--- src/rtl/bitand_popcnt_mac.sv ---
module bitand_popcnt_mac #(
  parameter int VEC_W   = 256,
  parameter int ACC_W   = 32,
  parameter int CHUNK_W = 16
) (
  input  logic             clk,
  input  logic             rst_n,
  input  logic             req_valid,
  output logic             req_ready,
  input  logic [VEC_W-1:0] req_a,
  input  logic [VEC_W-1:0] req_b,
  input  logic [ACC_W-1:0] req_acc,
  input  logic             req_accum_en,
  output logic             res_valid,
  input  logic             res_ready,
  output logic [ACC_W-1:0] res_data
);
  localparam int NCH   = VEC_W / CHUNK_W;
  localparam int PCW   = $clog2(CHUNK_W + 1);
  localparam int CNT_W = $clog2(VEC_W + 1);

  logic             adv;
  logic [VEC_W-1:0] hits;
  logic [PCW-1:0]   part_d [NCH];
  logic [PCW-1:0]   part_q [NCH];
  logic [CNT_W-1:0] cnt_d, cnt_q;
  logic [ACC_W-1:0] acc1_q, acc2_q;
  logic             v1_q, v2_q;

  assign adv       = !res_valid || res_ready;
  assign req_ready = adv;
  assign hits      = req_a & req_b;

  genvar c;
  generate
    for (c = 0; c < NCH; c++) begin : g_slice
      always_comb begin
        part_d[c] = '0;
        for (int i = 0; i < CHUNK_W; i++)
          part_d[c] = part_d[c] + PCW'(hits[c*CHUNK_W+i]);
      end
    end
  endgenerate

  always_comb begin
    cnt_d = '0;
    for (int k = 0; k < NCH; k++)
      cnt_d = cnt_d + CNT_W'(part_q[k]);
  end

  always_ff @(posedge clk or negedge rst_n) begin
    if (!rst_n) begin
      v1_q      <= 1'b0;
      v2_q      <= 1'b0;
      res_valid <= 1'b0;
    end else if (adv) begin
      v1_q      <= req_valid;
      v2_q      <= v1_q;
      res_valid <= v2_q;
    end
  end

  always_ff @(posedge clk) begin
    if (adv) begin
      part_q   <= part_d;
      acc1_q   <= req_accum_en ? req_acc : '0;
      cnt_q    <= cnt_d;
      acc2_q   <= acc1_q;
      res_data <= acc2_q + ACC_W'(cnt_q);
    end
  end
endmodule


--- config.mk ---
export PLATFORM = sky130hd
export DESIGN_NAME = bitand_popcnt_mac
export DESIGN_NICKNAME = d
export VERILOG_FILES = /design/src/rtl/bitand_popcnt_mac.sv
export SDC_FILE = /design/constraint.sdc
export NUM_CORES = 1
export LEC_CHECK = 0
export BUFFER_PORTS_ARGS = -buffer_cell sky130_fd_sc_hd__buf_2
export CAP_MARGIN = 10
export CORE_ASPECT_RATIO = 1.75
export CORE_UTILIZATION = 30
export CTS_CLUSTER_SIZE = 10
export DETAILED_ROUTE_END_ITERATION = 10
export PLACE_DENSITY = 0.59
export SKIP_CTS_REPAIR_TIMING = 1
export SYNTH_ARGS = -nofsm -noshare
export SYNTH_HDL_FRONTEND = slang
export SYNTH_SLANG_ARGS = --single-unit
--- constraint.sdc ---
create_clock -name clk -period 10.85 [get_ports clk]
set_input_delay 2.17 -clock clk [delete_from_list [all_inputs] [get_ports clk]]
set_output_delay 2.17 -clock clk [all_outputs]
set_load 0.05 [all_outputs]
; ---- Word-level counts from Yosys, hierarchy flattened
; Index checks and enable logic that the tools add are counted.
[word_totals]
register_bits = 188
out_inout_bits = 34
elab_cells = 282
[classes]
n_addsub = 256
bitwise_logic = 1
reduce_logical = 2
[op_table]
columns = operator, n
row1 = adder 5 x 1 -> 5 bit, 176
row2 = AND 256 bit, 1
row3 = adder 9 x 5 -> 9 bit, 11
row4 = adder 4 x 1 -> 5 bit, 16
row5 = adder 3 x 1 -> 4 bit, 16
row6 = adder 2 x 1 -> 3 bit, 16
row7 = adder 1 x 1 -> 2 bit, 16
row8 = adder 32 x 9 -> 32 bit, 1
row9 = adder 8 x 5 -> 9 bit, 1
row10 = adder 7 x 5 -> 8 bit, 1
row11 = adder 6 x 5 -> 7 bit, 1
row12 = adder 5 x 5 -> 6 bit, 1
row13 = zero test 1 bit, 1
row14 = logical OR 1 bit, 1

; ---- Logic depth before layout (Yosys ltp)
[depth]
depth_word = 16
depth_mapped = 21
mapped_depth_nobuf = 21

; ---- Worst setup path after synthesis
; No wires, ideal clock.
[synth_path]
kind = input -> output
from = input res_ready
to = output req_ready
arrival_time_ns = 7.025
path_slack_ns = 1.655
stages = 1
path_cell_list = nand2b_1
[synth_via]
elab_chain_cells = 1
[synth_rtl]
columns = item, line_no
row1 = from (decl), 15  ; input logic res_ready,
row2 = logical OR 1 bit, 30  ; assign adv = !res_valid || res_ready;
row3 = to (decl), 9  ; output logic req_ready,
; Every way passes these cells.

; ---- Worst setup path after layout
; Ends and elaborated chain as after synthesis.

==> flow_summary.rst <==
.. list-table::
   :header-rows: 1

   * - Metric
     - Value
   * - Status
     - finished, final reports clean
   * - Post-synth EDFFs
     - 185
   * - Hold_ws
     - 414 ps
   * - H-tree Lvls
     - 4
   * - DRC
     - 0
   * - Share of Yosys cell area claimed by the top area cell type
     - 0.355
   * - CTS Sinks
     - between 150 and 200
   * - Count of distinct cell types in the synthesized netlist
     - 34
   * - Core area
     - 51,500 sq um
   * - Worst r2r dst
     - cnt_q[8]
   * - Number of nets with antenna violations after detailed routing
     - 0
   * - Summed instance area of the synthesized netlist
     - 15,600 sq um
   * - Net count after synthesis
     - 2,195
   * - Routed wire length
     - 39,800 microns
   * - Period utilization
     - 0.496
   * - Number of buffers on the longest clock path
     - 2
   * - Worst setup path start
     - res_ready
   * - Insertion delay to the later sink of the worst-skew pair
     - 440 ps
   * - Die Footprint
     - 53,100 sq um
   * - Nets@finish
     - 2,792
   * - Max capacitance violation total
     - 0
   * - CP Cell Sequence
     - buf_2 -> nand2b_4 -> buf_2
   * - Worst hold stages
     - 0
   * - Library cell appearing most often on the critical path
     - sky130_fd_sc_hd__buf_2
   * - Register-to-register setup slack
     - 5640 ps
   * - Horiz. Die Dim
     - about 170 microns
   * - Ranking of synthesized cells by instance count
     - 286 x sky130_fd_sc_hd__inv_1, 227 x sky130_fd_sc_hd__fa_1, 190 x sky130_fd_sc_hd__and2_1
   * - Fraction of layout instances using a drive strength above 1
     - 0.323
   * - Final global-route overflow total
     - 0
   * - Post-layout minimum cycle time
     - 5390 ps
   * - Dominant cell by count in the synthesized netlist
     - sky130_fd_sc_hd__inv_1
   * - Setup-failing EPs final
     - 0
   * - CP max-delay cell
     - sky130_fd_sc_hd__nand2b_4
   * - Async set-or-reset flop fraction in the synthesized netlist
     - 0.0160
   * - Data required time of the critical path
     - a little under 9000 ps
   * - HPWL Detailed
     - ~36,000 microns
   * - Worst slew margin
     - 0.344
   * - Sequential-to-total area share from yosys stat
     - 0.360
   * - Crit start category
     - primary input
   * - Detailed Route Iter0 Violations
     - 379
   * - Worst stage delay on the critical path
     - 570 ps
   * - Classification of the worst setup path
     - in -> out
   * - TritonRoute pass-1 iters
     - 4
   * - Post-route non-filler standard cell count
     - 2,597
   * - Number of buffers inserted by port buffering
     - 582
   * - Commonest register cell after synthesis
     - sky130_fd_sc_hd__edfxtp_1
   * - Number of endpoints with negative hold slack in the final report
     - 0
   * - Largest net degree at the start of global routing
     - 77
   * - CTS tree
     - yes
   * - Post-DR vias/cell
     - 4.17
   * - Number of placed I/O pins
     - 583
   * - Cts bufs inserted
     - 17
   * - Global-route wire length before repair
     - around 63,000 microns
   * - Number of vias after detailed routing
     - approximately 11,000
   * - CP Capture Type
     - primary output
   * - Area growth from synthesis to layout
     - 27.8%
   * - Clock slew seen by the registers of the worst setup and hold paths
     - 70 ps
   * - Destination of the critical timing path
     - req_ready
   * - Fmax achieved
     - 0.186 GHz
   * - Unrepaired setup endpoints after global routing
     - no
   * - Area post-placement
     - 19,400 sq um
   * - Cell taking the most area after synthesis
     - sky130_fd_sc_hd__edfxtp_1
   * - Vias in the first global route
     - about 12,000
   * - Crit path arrival time
     - 3220 ps
   * - Inst Count DP
     - 2,562
   * - Total negative slack for setup checks
     - 0 ps
   * - Worst Path Max Fanout
     - 56
   * - Synth Area per Inst
     - between 10 and 15 sq um
   * - Reg2Reg Launch Point
     - part_q[2]
   * - Skew final
     - between 10 and 15 ps
   * - Global-route total usage across every layer
     - 0.156
   * - Register-to-Register Path Depth
     - 19
   * - Wire length per cell
     - 15.3 microns
   * - Cell Rows
     - 110
   * - Post-route design area
     - between 15,000 and 20,000 sq um
   * - Synth Warn #
     - 0
   * - Gpl congestion
     - 0.931
   * - Class of the most critical hold timing path
     - reg -> reg
   * - Cell at the root of the clock tree
     - sky130_fd_sc_hd__clkbuf_16
   * - Cells after synthesis
     - about 1,300
   * - Flip-flop and latch count after synthesis
     - between 150 and 200
   * - Ranking of synthesized cells by area
     - sky130_fd_sc_hd__edfxtp_1 36%, sky130_fd_sc_hd__fa_1 29%, sky130_fd_sc_hd__ha_1 8.6%
   * - Slew @ Worst Pin
     - 984 ps
   * - Max Transition Viols Final
     - 0
   * - Number of antenna violations at the first check in global routing
     - 2
   * - Height of the die
     - between 300 and 400 microns
   * - Initial Util
     - 0.304
[metrics by stage]
stage | util | setup WS (ps)
after floorplan | - | 1660
after global placement | 0.377 | 5180
after detailed placement | 0.377 | 5120
after CTS | 0.388 | 5410
after global routing | 0.388 | 5320
final | 0.388 | 5460
[cell usage in the layout, fill, tap and decap left out, drive strengths merged, types with 5 or more instances in the layout]
master and n:
buf 584, inv 290, fa 227, and2 190
edfxtp 185, ha 107, nand2 105, xnor2 62
a21oi 26, a21o 21, clkbuf 18, nor2b 17
o21a 17, nand3 14, nand4 7, clkinv 7
nor2 5, and3 5, xor2 5, nand2b 5
[how the worst min path moves through the flow]
stage / from / end
2_1_floorplan: acc1_q[0] / acc2_q[0]
3_5_place_dp: acc1_q[15] / acc2_q[15]
5_1_grt: acc1_q[17] / acc2_q[17]
3_3_place_gp: acc1_q[17] / acc2_q[17]
6_report: acc1_q[20] / acc2_q[20]
4_1_cts: acc1_q[17] / acc2_q[17]
[metal layers]
layer  part of all wire  GRT usage
met2               0.60      0.319
met5                  0          0
met3              0.036     0.0205
met4              0.014     0.0402
met1               0.35      0.162
[layout make-up]
class	count	area, sq um
clock inverter	14	160
tap	672	841
fill	5178	31500
antenna	3	7.51
multi-input combinational	832	8920
inverter	286	1070
timing repair buffer	584	2930
clock buffer	18	429
sequential	188	5630
[worst max-delay path, delay by kind of cell]
kind	cells	cell delay, ps
buf+inv	2	470
simple gates	1	570
[sequential cells by signal, summed over array words and instances, names as in the netlist]
name,cells
res_data,32
cnt_q,9
acc2_q,32
res_valid,1
v2_q,1
v1_q,1
acc1_q,32
part_q,80
[cell families (layout without fill, tap and decap cells)]
kind of cell               after synthesis  count (layout)  synth area share
AOI/OAI and AO/OA                       72              72            0.0299
xor gates and xnor gates                67              67            0.0375
adders and majority gates              334             334             0.376
buffers and inverters                  292             902            0.0702
DFF                                    188             188             0.360
muxes                                    2               2           0.00144
other                                    0               3                 0
and+or+nand+nor                        357             357             0.125
Power is left out: the tool's default activity adds up to more than one toggle a clock period on the data nets, which glitch-free logic cannot reach.
